**src/rtl/touch_filter_pkg.sv**
```systemverilog
package touch_filter_pkg;

  // Release level: threshold minus the hysteresis share, rounded down.
  function automatic int rel_level(input int thr, input int pct);
    return thr - (thr * pct) / 100;
  endfunction

  typedef enum logic [1:0] {
    RC_10S   = 2'b00,
    RC_60S   = 2'b01,
    RC_OFF_A = 2'b10,
    RC_OFF_B = 2'b11
  } recal_sel_e;

endpackage

```
**src/rtl/tf_sat_timer.sv**
```systemverilog
module tf_sat_timer #(
  parameter int LIMIT = 100
) (
  input  logic clk,
  input  logic rst,
  input  logic clr,
  input  logic inc,
  output logic [$clog2(LIMIT+1)-1:0] cnt,
  output logic full
);
  localparam int W = $clog2(LIMIT + 1);
  localparam logic [W-1:0] LIM_V = W'(LIMIT);

  always_ff @(posedge clk) begin
    if (rst || clr)
      cnt <= '0;
    else if (inc && cnt != LIM_V)
      cnt <= cnt + 1'b1;
  end

  assign full = (cnt == LIM_V);
endmodule

```
**src/rtl/tf_consensus.sv**
```systemverilog
module tf_consensus #(
  parameter int N = 3
) (
  input  logic clk,
  input  logic rst,
  input  logic clr,
  input  logic step,
  input  logic agree,
  output logic flip
);
  localparam int W = (N > 2) ? $clog2(N) : 1;
  localparam logic [W-1:0] LAST = W'(N - 1);

  logic [W-1:0] run_q;

  assign flip = step && agree && (run_q == LAST);

  always_ff @(posedge clk) begin
    if (rst || clr)
      run_q <= '0;
    else if (step) begin
      if (!agree || flip)
        run_q <= '0;
      else
        run_q <= run_q + 1'b1;
    end
  end
endmodule

```
**src/rtl/tf_reference.sv**
```systemverilog
module tf_reference #(
  parameter int SW = 14
) (
  input  logic          clk,
  input  logic          rst,
  input  logic          load,
  input  logic [SW-1:0] load_val,
  input  logic          up,
  input  logic          dn,
  output logic [SW-1:0] ref_q
);
  always_ff @(posedge clk) begin
    if (rst)
      ref_q <= '0;
    else if (load)
      ref_q <= load_val;
    else if (dn)
      ref_q <= ref_q - 1'b1;
    else if (up)
      ref_q <= ref_q + 1'b1;
  end
endmodule

```
**src/rtl/touch_filter.sv**
```systemverilog
module touch_filter
  import touch_filter_pkg::*;
#(
  parameter int SW           = 14,
  parameter int CONSENSUS_N  = 3,
  parameter int THR_LO       = 6,
  parameter int THR_HI       = 12,
  parameter int HYST_PCT     = 17,
  parameter int DN_PERIOD_MS = 100,
  parameter int UP_PERIOD_MS = 1000,
  parameter int RECAL_A_MS   = 10000,
  parameter int RECAL_B_MS   = 60000
) (
  input  logic                 clk,
  input  logic                 rst,
  input  logic                 smp_valid,
  input  logic [SW-1:0]        smp_data,
  input  logic                 tick_ms,
  input  logic                 thr_sel,
  input  logic [1:0]           recal_sel,
  output logic                 detect,
  output logic [SW-1:0]        ref_level,
  output logic signed [SW:0]   delta
);
  localparam int DW  = SW + 1;
  localparam int DNW = $clog2(DN_PERIOD_MS + 1);
  localparam int UPW = $clog2(UP_PERIOD_MS + 1);
  localparam int RCW = $clog2(RECAL_B_MS + 1);
  localparam logic signed [DW-1:0] THR_LO_V = DW'(THR_LO);
  localparam logic signed [DW-1:0] THR_HI_V = DW'(THR_HI);
  localparam logic signed [DW-1:0] REL_LO_V = DW'(rel_level(THR_LO, HYST_PCT));
  localparam logic signed [DW-1:0] REL_HI_V = DW'(rel_level(THR_HI, HYST_PCT));
  localparam logic [RCW-1:0]       RC_A_V   = RCW'(RECAL_A_MS);

  logic                 init_q, det_q;
  logic [SW-1:0]        ref_q;
  logic signed [DW-1:0] diff, thr_v, rel_v;
  logic                 load, judge, want, flip, recal_due;
  logic                 drift_dn, drift_up;
  logic [DNW-1:0]       dn_cnt;
  logic [UPW-1:0]       up_cnt;
  logic [RCW-1:0]       rc_cnt;
  logic                 dn_full, up_full, rc_full, rc_hit;

  // Signed difference of sample and reference
  assign diff  = $signed({1'b0, smp_data}) - $signed({1'b0, ref_q});
  assign thr_v = thr_sel ? THR_HI_V : THR_LO_V;
  assign rel_v = thr_sel ? REL_HI_V : REL_LO_V;

  always_comb begin
    case (recal_sel_e'(recal_sel))
      RC_10S:  rc_hit = (rc_cnt >= RC_A_V);
      RC_60S:  rc_hit = rc_full;
      default: rc_hit = 1'b0;
    endcase
  end

  assign recal_due = det_q && rc_hit;
  assign load      = smp_valid && (!init_q || recal_due);
  assign judge     = smp_valid && !load;
  assign want      = det_q ? (diff < rel_v) : (diff >= thr_v);
  assign drift_dn  = judge && !det_q && diff[DW-1] && dn_full;
  assign drift_up  = judge && !det_q && !diff[DW-1] && (diff != '0) && up_full;

  tf_sat_timer #(.LIMIT(DN_PERIOD_MS)) u_dn_tmr (
    .clk(clk), .rst(rst), .clr(det_q || drift_dn || load), .inc(tick_ms),
    .cnt(dn_cnt), .full(dn_full)
  );

  tf_sat_timer #(.LIMIT(UP_PERIOD_MS)) u_up_tmr (
    .clk(clk), .rst(rst), .clr(det_q || drift_up || load), .inc(tick_ms),
    .cnt(up_cnt), .full(up_full)
  );

  tf_sat_timer #(.LIMIT(RECAL_B_MS)) u_rc_tmr (
    .clk(clk), .rst(rst), .clr(!det_q || load), .inc(tick_ms),
    .cnt(rc_cnt), .full(rc_full)
  );

  tf_consensus #(.N(CONSENSUS_N)) u_cons (
    .clk(clk), .rst(rst), .clr(load), .step(judge), .agree(want), .flip(flip)
  );

  tf_reference #(.SW(SW)) u_ref (
    .clk(clk), .rst(rst), .load(load), .load_val(smp_data),
    .up(drift_up), .dn(drift_dn), .ref_q(ref_q)
  );

  always_ff @(posedge clk) begin
    if (rst) begin
      init_q <= 1'b0;
      det_q  <= 1'b0;
      delta  <= '0;
    end else if (load) begin
      init_q <= 1'b1;
      det_q  <= 1'b0;
      delta  <= '0;
    end else if (judge) begin
      delta <= diff;
      if (flip)
        det_q <= !det_q;
    end
  end

  assign detect    = det_q;
  assign ref_level = ref_q;
endmodule

```
**config.mk**
```make
export PLATFORM = sky130hd
export DESIGN_NAME = touch_filter
export DESIGN_NICKNAME = d
export VERILOG_FILES = /design/src/rtl/touch_filter_pkg.sv /design/src/rtl/tf_sat_timer.sv /design/src/rtl/tf_consensus.sv /design/src/rtl/tf_reference.sv /design/src/rtl/touch_filter.sv
export SDC_FILE = /design/constraint.sdc
export NUM_CORES = 1
export LEC_CHECK = 0
export ABC_AREA = 1
export BUFFER_PORTS_ARGS = -buffer_cell sky130_fd_sc_hd__buf_4
export CAP_MARGIN = 20
export CORE_MARGIN = 5
export CORE_UTILIZATION = 30
export CTS_CLUSTER_DIAMETER = 80
export DETAILED_ROUTE_END_ITERATION = 16
export PLACE_DENSITY_LB_ADDON = 0.15
export SLEW_MARGIN = 20
export SYNTH_ARGS = -nofsm -noshare
export SYNTH_HDL_FRONTEND = slang
export SYNTH_SLANG_ARGS = --single-unit
```
**constraint.sdc**
```tcl
create_clock -name clk -period 13.31 [get_ports clk]
set_clock_uncertainty 0.1 [all_clocks]
set_input_delay 3.3275 -clock clk [delete_from_list [all_inputs] [get_ports clk]]
set_output_delay 3.3275 -clock clk [all_outputs]
set_load 0.02 [all_outputs]
```
==> out/qor_table.md <==
| Parameter | Value |
|:---|:---|
| Post-CTS Setup Inserts | 0 |
| Overall die width | 137 microns |
| DP HPWL | 10,200 microns |
| Post-synthesis cell count | 741 |
| Transition time of the tightest slew-check pin | 0.696 ns |
| Clock Tree Root | sky130_fd_sc_hd__clkbuf_16 |
| I/O pin count | 51 |
| Minimum clock period after layout | 6.68 ns |
| CTS clock-pin slew for the worst setup and hold paths | 0.06 ns |
| Number of clock buffers inserted by TritonCTS | 9 |
| Chip Height | 137 microns |
| Hold Path Class | reg -> reg |
| Initial drt markers | 178 |
| Synth-to-layout area growth | 17.8% |
| Initial Utilization | 30.5% |
| Fraction of registers with async set or reset after synthesis | 0% |
| Sequential fraction of the synthesis area | 27.3% |
| Fraction of the cycle the final worst path needs | 50.2% |
| Power density over the cells | 99.3 nW/um^2 |
| Critical Path Slowest Stage Cell | sky130_fd_sc_hd__fa_1 |
| Count of final setup violators | 0 |
| Data required time of the worst path | 13.49 ns |
| Total track usage | 14.7% |
| Maxcap violations | 0 |
| Final RePlAce weighted congestion | 0.857 |
| RSZ-0062 raised after global routing | false |
| Post-Syn Area per Cell | 6.54 sq um |
| Clock tree buffer depth | 2 |
| Net Count, Synth | 801 |
| Total overflow reported by the global router | 0 |
| Largest delay contributor family on the critical path | simple AND/OR/NAND/NOR gates |
| Worst setup EP type | flip-flop |
| DR vias/cell | 4.58 |
| Post-synth design cell area | 4850 sq um |
| Number of routed nets with antenna violations | 0 |
| IO buf count | 50 |
| Post-route core utilization | 35.9% |
| CTS tree | done |
| Final Hold Vio Count | 0 |
| Cell repeated most along the worst path | sky130_fd_sc_hd__nand2_1 |
| Largest net degree at the start of global routing | 25 |
| Max-slew headroom | 53.6% |
| Placement row count | 46 |
| Total Negative Setup Slacks | 0 ns |
| Total of flip-flops plus latches after synthesis | 66 |
| Worst-path fanout max | 13 |
| Insertion delay of the later-clocked pin in the worst-skew pair | 0.35 ns |
| Detail-routed net length per standard cell | 12.8 microns |
| Highest attainable clock frequency | 0.150 GHz |
| Number of enable-type register cells in the synthesized netlist | 0 |
| Predominant post-synthesis flop cell | sky130_fd_sc_hd__dfxtp_1 |
| Result of the run | finished, final reports clean |
| H-Tree Level Count | 3 |
| Post-Place Worst Slack | 6.28 ns |
| Detailed-routing iteration count for the pre-antenna-repair pass | 4 |
| Number of global-route vias before repair | 4,559 |
| Final layout net count | 852 |
| Worst-case vdd ir drop | 0.0577 mV |
| Class of the most critical setup path | in -> reg |
| Die Outline Area | 18,800 sq um |
| Delay of the slowest critical-path stage | 0.42 ns |
| Hold-fix buffer count after cts | 0 |
| Worst endpoint data arrival time | 6.86 ns |
| Share of post-route cells with drive strength above 1 | 14.7% |
| Library cells used by synthesis | 42 |
| Routed WL | 13,000 microns |
| Number of clock sinks | 66 |
| Number of antenna violations at the first check in global routing | 0 |
| Worst Slack Setup Final | 6.63 ns |
| Count of synthesis-stage warnings from yosys | 0 |
| Number of fill cells | 1,757 |
| Count of vias placed by the detailed router | 4,635 |
| Startpoint types | input pin |
| Post_cts resized | 0 |
| Number of pins with negative max-slew slack in the final report | 0 |
| CORE AREA | 15,900 sq um |
| Final Total Pwr | 0.567 mW |
| Number of buffer and inverter stages on the critical path | 4 |
| Antenna Cells | 0 |
| Total leakage power | 2.59 nW |
| First-pass GRT wire length | 22,200 microns |
| DR DRC count | 0 |
power by group:
group          switching (mW)  total (mW)  internal (mW)
logic                  0.0857       0.133         0.0477
clock network          0.0958       0.222          0.126
registers             0.00698       0.212          0.205
total                   0.188       0.567          0.379
worst paths after layout:
check / from / end / slack [ns] / cells after the start
worst max-delay path: smp_data[0] / u_ref.ref_q[10]$_SDFFE_PP0P_ / 6.63 / 27
worst min-delay path: u_cons.run_q[1]$_SDFFE_PP0N_ / u_cons.run_q[1]$_SDFFE_PP0N_ / 0.38 / 2
worst max register to register: u_ref.ref_q[0]$_SDFFE_PP0P_ / u_ref.ref_q[10]$_SDFFE_PP0P_ / 9.15 / 25
worst min register to register: u_cons.run_q[1]$_SDFFE_PP0N_ / u_cons.run_q[1]$_SDFFE_PP0N_ / 0.38 / 2
layout by cell type, fill, tap and decap left out, types with 4 or more instances in the layout:
| cell type | Yosys | routed |
|---|---|---|
| sky130_fd_sc_hd__a21oi_1 | 50 | 50 |
| sky130_fd_sc_hd__a211oi_1 | 5 | 5 |
| sky130_fd_sc_hd__nor2_2 | 14 | 14 |
| sky130_fd_sc_hd__xnor2_1 | 8 | 8 |
| sky130_fd_sc_hd__nor3_1 | 15 | 15 |
| sky130_fd_sc_hd__inv_1 | 109 | 109 |
| sky130_fd_sc_hd__ha_1 | 37 | 37 |
| sky130_fd_sc_hd__buf_4 | 0 | 52 |
| sky130_fd_sc_hd__nor4_1 | 5 | 4 |
| sky130_fd_sc_hd__inv_2 | 4 | 4 |
| sky130_fd_sc_hd__nand4_1 | 13 | 13 |
| sky130_fd_sc_hd__xor2_1 | 14 | 14 |
| sky130_fd_sc_hd__nand2_2 | 15 | 15 |
| sky130_fd_sc_hd__nand2_1 | 167 | 167 |
| sky130_fd_sc_hd__o21ai_0 | 42 | 42 |
| sky130_fd_sc_hd__dfxtp_1 | 66 | 66 |
| sky130_fd_sc_hd__nor2_1 | 76 | 76 |
| sky130_fd_sc_hd__nor3b_1 | 5 | 5 |
| sky130_fd_sc_hd__nand3_1 | 48 | 48 |
| sky130_fd_sc_hd__clkbuf_16 | 0 | 9 |
kinds of logic (layout without fill, tap and decap cells):
kind of cell,count (synthesis),count (layout),synth area share [%]
buf+inv,126,182,10.5
simple gates,381,381,36.2
xor+xnor,22,22,3.97
fa+ha+maj,39,39,10.4
flops,66,66,27.3
compound gates,107,107,11.7
cell usage after synthesis (4+ instances only):
cell                       number  share of area, %
sky130_fd_sc_hd__inv_1        109               8.4
sky130_fd_sc_hd__o21ai_0       42               4.3
sky130_fd_sc_hd__dfxtp_1       66                27
sky130_fd_sc_hd__a21oi_1       50               5.2
sky130_fd_sc_hd__xnor2_1        8               1.4
sky130_fd_sc_hd__nor2_1        76               5.9
sky130_fd_sc_hd__nor3_1        15               1.5
sky130_fd_sc_hd__nand4_1       13               1.7
sky130_fd_sc_hd__nand3_1       48               5.0
sky130_fd_sc_hd__nor4_1         5              0.65
sky130_fd_sc_hd__inv_2          4              0.31
sky130_fd_sc_hd__a211oi_1       5              0.77
sky130_fd_sc_hd__xor2_1        14               2.5
sky130_fd_sc_hd__nor3b_1        5              0.77
sky130_fd_sc_hd__nand2_2       15               1.9
sky130_fd_sc_hd__nor2_2        14               1.8
sky130_fd_sc_hd__clkbuf_1       4              0.31
sky130_fd_sc_hd__ha_1          37               9.5
sky130_fd_sc_hd__nand2_1      167                13
sky130_fd_sc_hd__buf_2          5              0.52
worst register-to-register path, stage by stage, from the launching register on:
cell and delay (ns):
sky130_fd_sc_hd__dfxtp_1 0.55, sky130_fd_sc_hd__ha_1 0.22, sky130_fd_sc_hd__inv_1 0.07, sky130_fd_sc_hd__fa_1 0.42, sky130_fd_sc_hd__nand3_1 0.14, sky130_fd_sc_hd__nand2_2 0.08, sky130_fd_sc_hd__nand2_2 0.07, sky130_fd_sc_hd__nand2_2 0.06
sky130_fd_sc_hd__nand2_2 0.08, sky130_fd_sc_hd__nand2_4 0.08, sky130_fd_sc_hd__nor4_2 0.32, sky130_fd_sc_hd__buf_4 0.27, sky130_fd_sc_hd__ha_1 0.31, sky130_fd_sc_hd__a21oi_1 0.16, sky130_fd_sc_hd__nand2_1 0.11, sky130_fd_sc_hd__nand2_1 0.07
sky130_fd_sc_hd__nand2_1 0.05, sky130_fd_sc_hd__a21oi_1 0.20, sky130_fd_sc_hd__o21ai_0 0.17, sky130_fd_sc_hd__nand2_1 0.09, sky130_fd_sc_hd__nand3_1 0.08, sky130_fd_sc_hd__nand2_1 0.07, sky130_fd_sc_hd__nand2_1 0.05, sky130_fd_sc_hd__o21ai_0 0.15
sky130_fd_sc_hd__nor2_1 0.06, sky130_fd_sc_hd__nor2_1 0.08
state kept, by name, summed over array words and instances (netlist names):
register,cells
detect,1
u_cons.run_q,2
u_rc_tmr.cnt,16
init_q,1
u_up_tmr.cnt,10
delta,15
u_dn_tmr.cnt,7
u_ref.ref_q,14
final cells by class:
class	instances	area (sq um)	share of cell area (%)
clock buffers	10	229	4.01
clock inverters	6	42.5	0.745
inverters	114	430	7.54
multi-input cells	549	3030	53.0
flip-flops and latches	66	1320	23.1
well taps	216	270	4.73
repair buffers	52	390	6.84
metrics by stage:
step	area, sq um	hold WS [ns]	cells
after floorplan	4850	0.344	741
after global placement	5440	0.356	997
after detailed placement	5440	0.366	997
after CTS	5710	0.375	1013
after global routing	5710	0.406	1013
final	5710	0.383	1013
per-layer routing:
metal | up-vias | global-route usage (%) | part of all wire (%) | wire length, microns
li1 | 2491 | - | - | -
met1 | 2065 | 20.8 | 53 | 6850
met2 | 77 | 22.6 | 44 | 5650
met3 | 2 | 2.79 | 3.2 | 421
met4 | 0 | 4.32 | 0.47 | 61
met5 | - | 0 | 0 | 0
No activity file was read; power rests on OpenSTA's default activity.
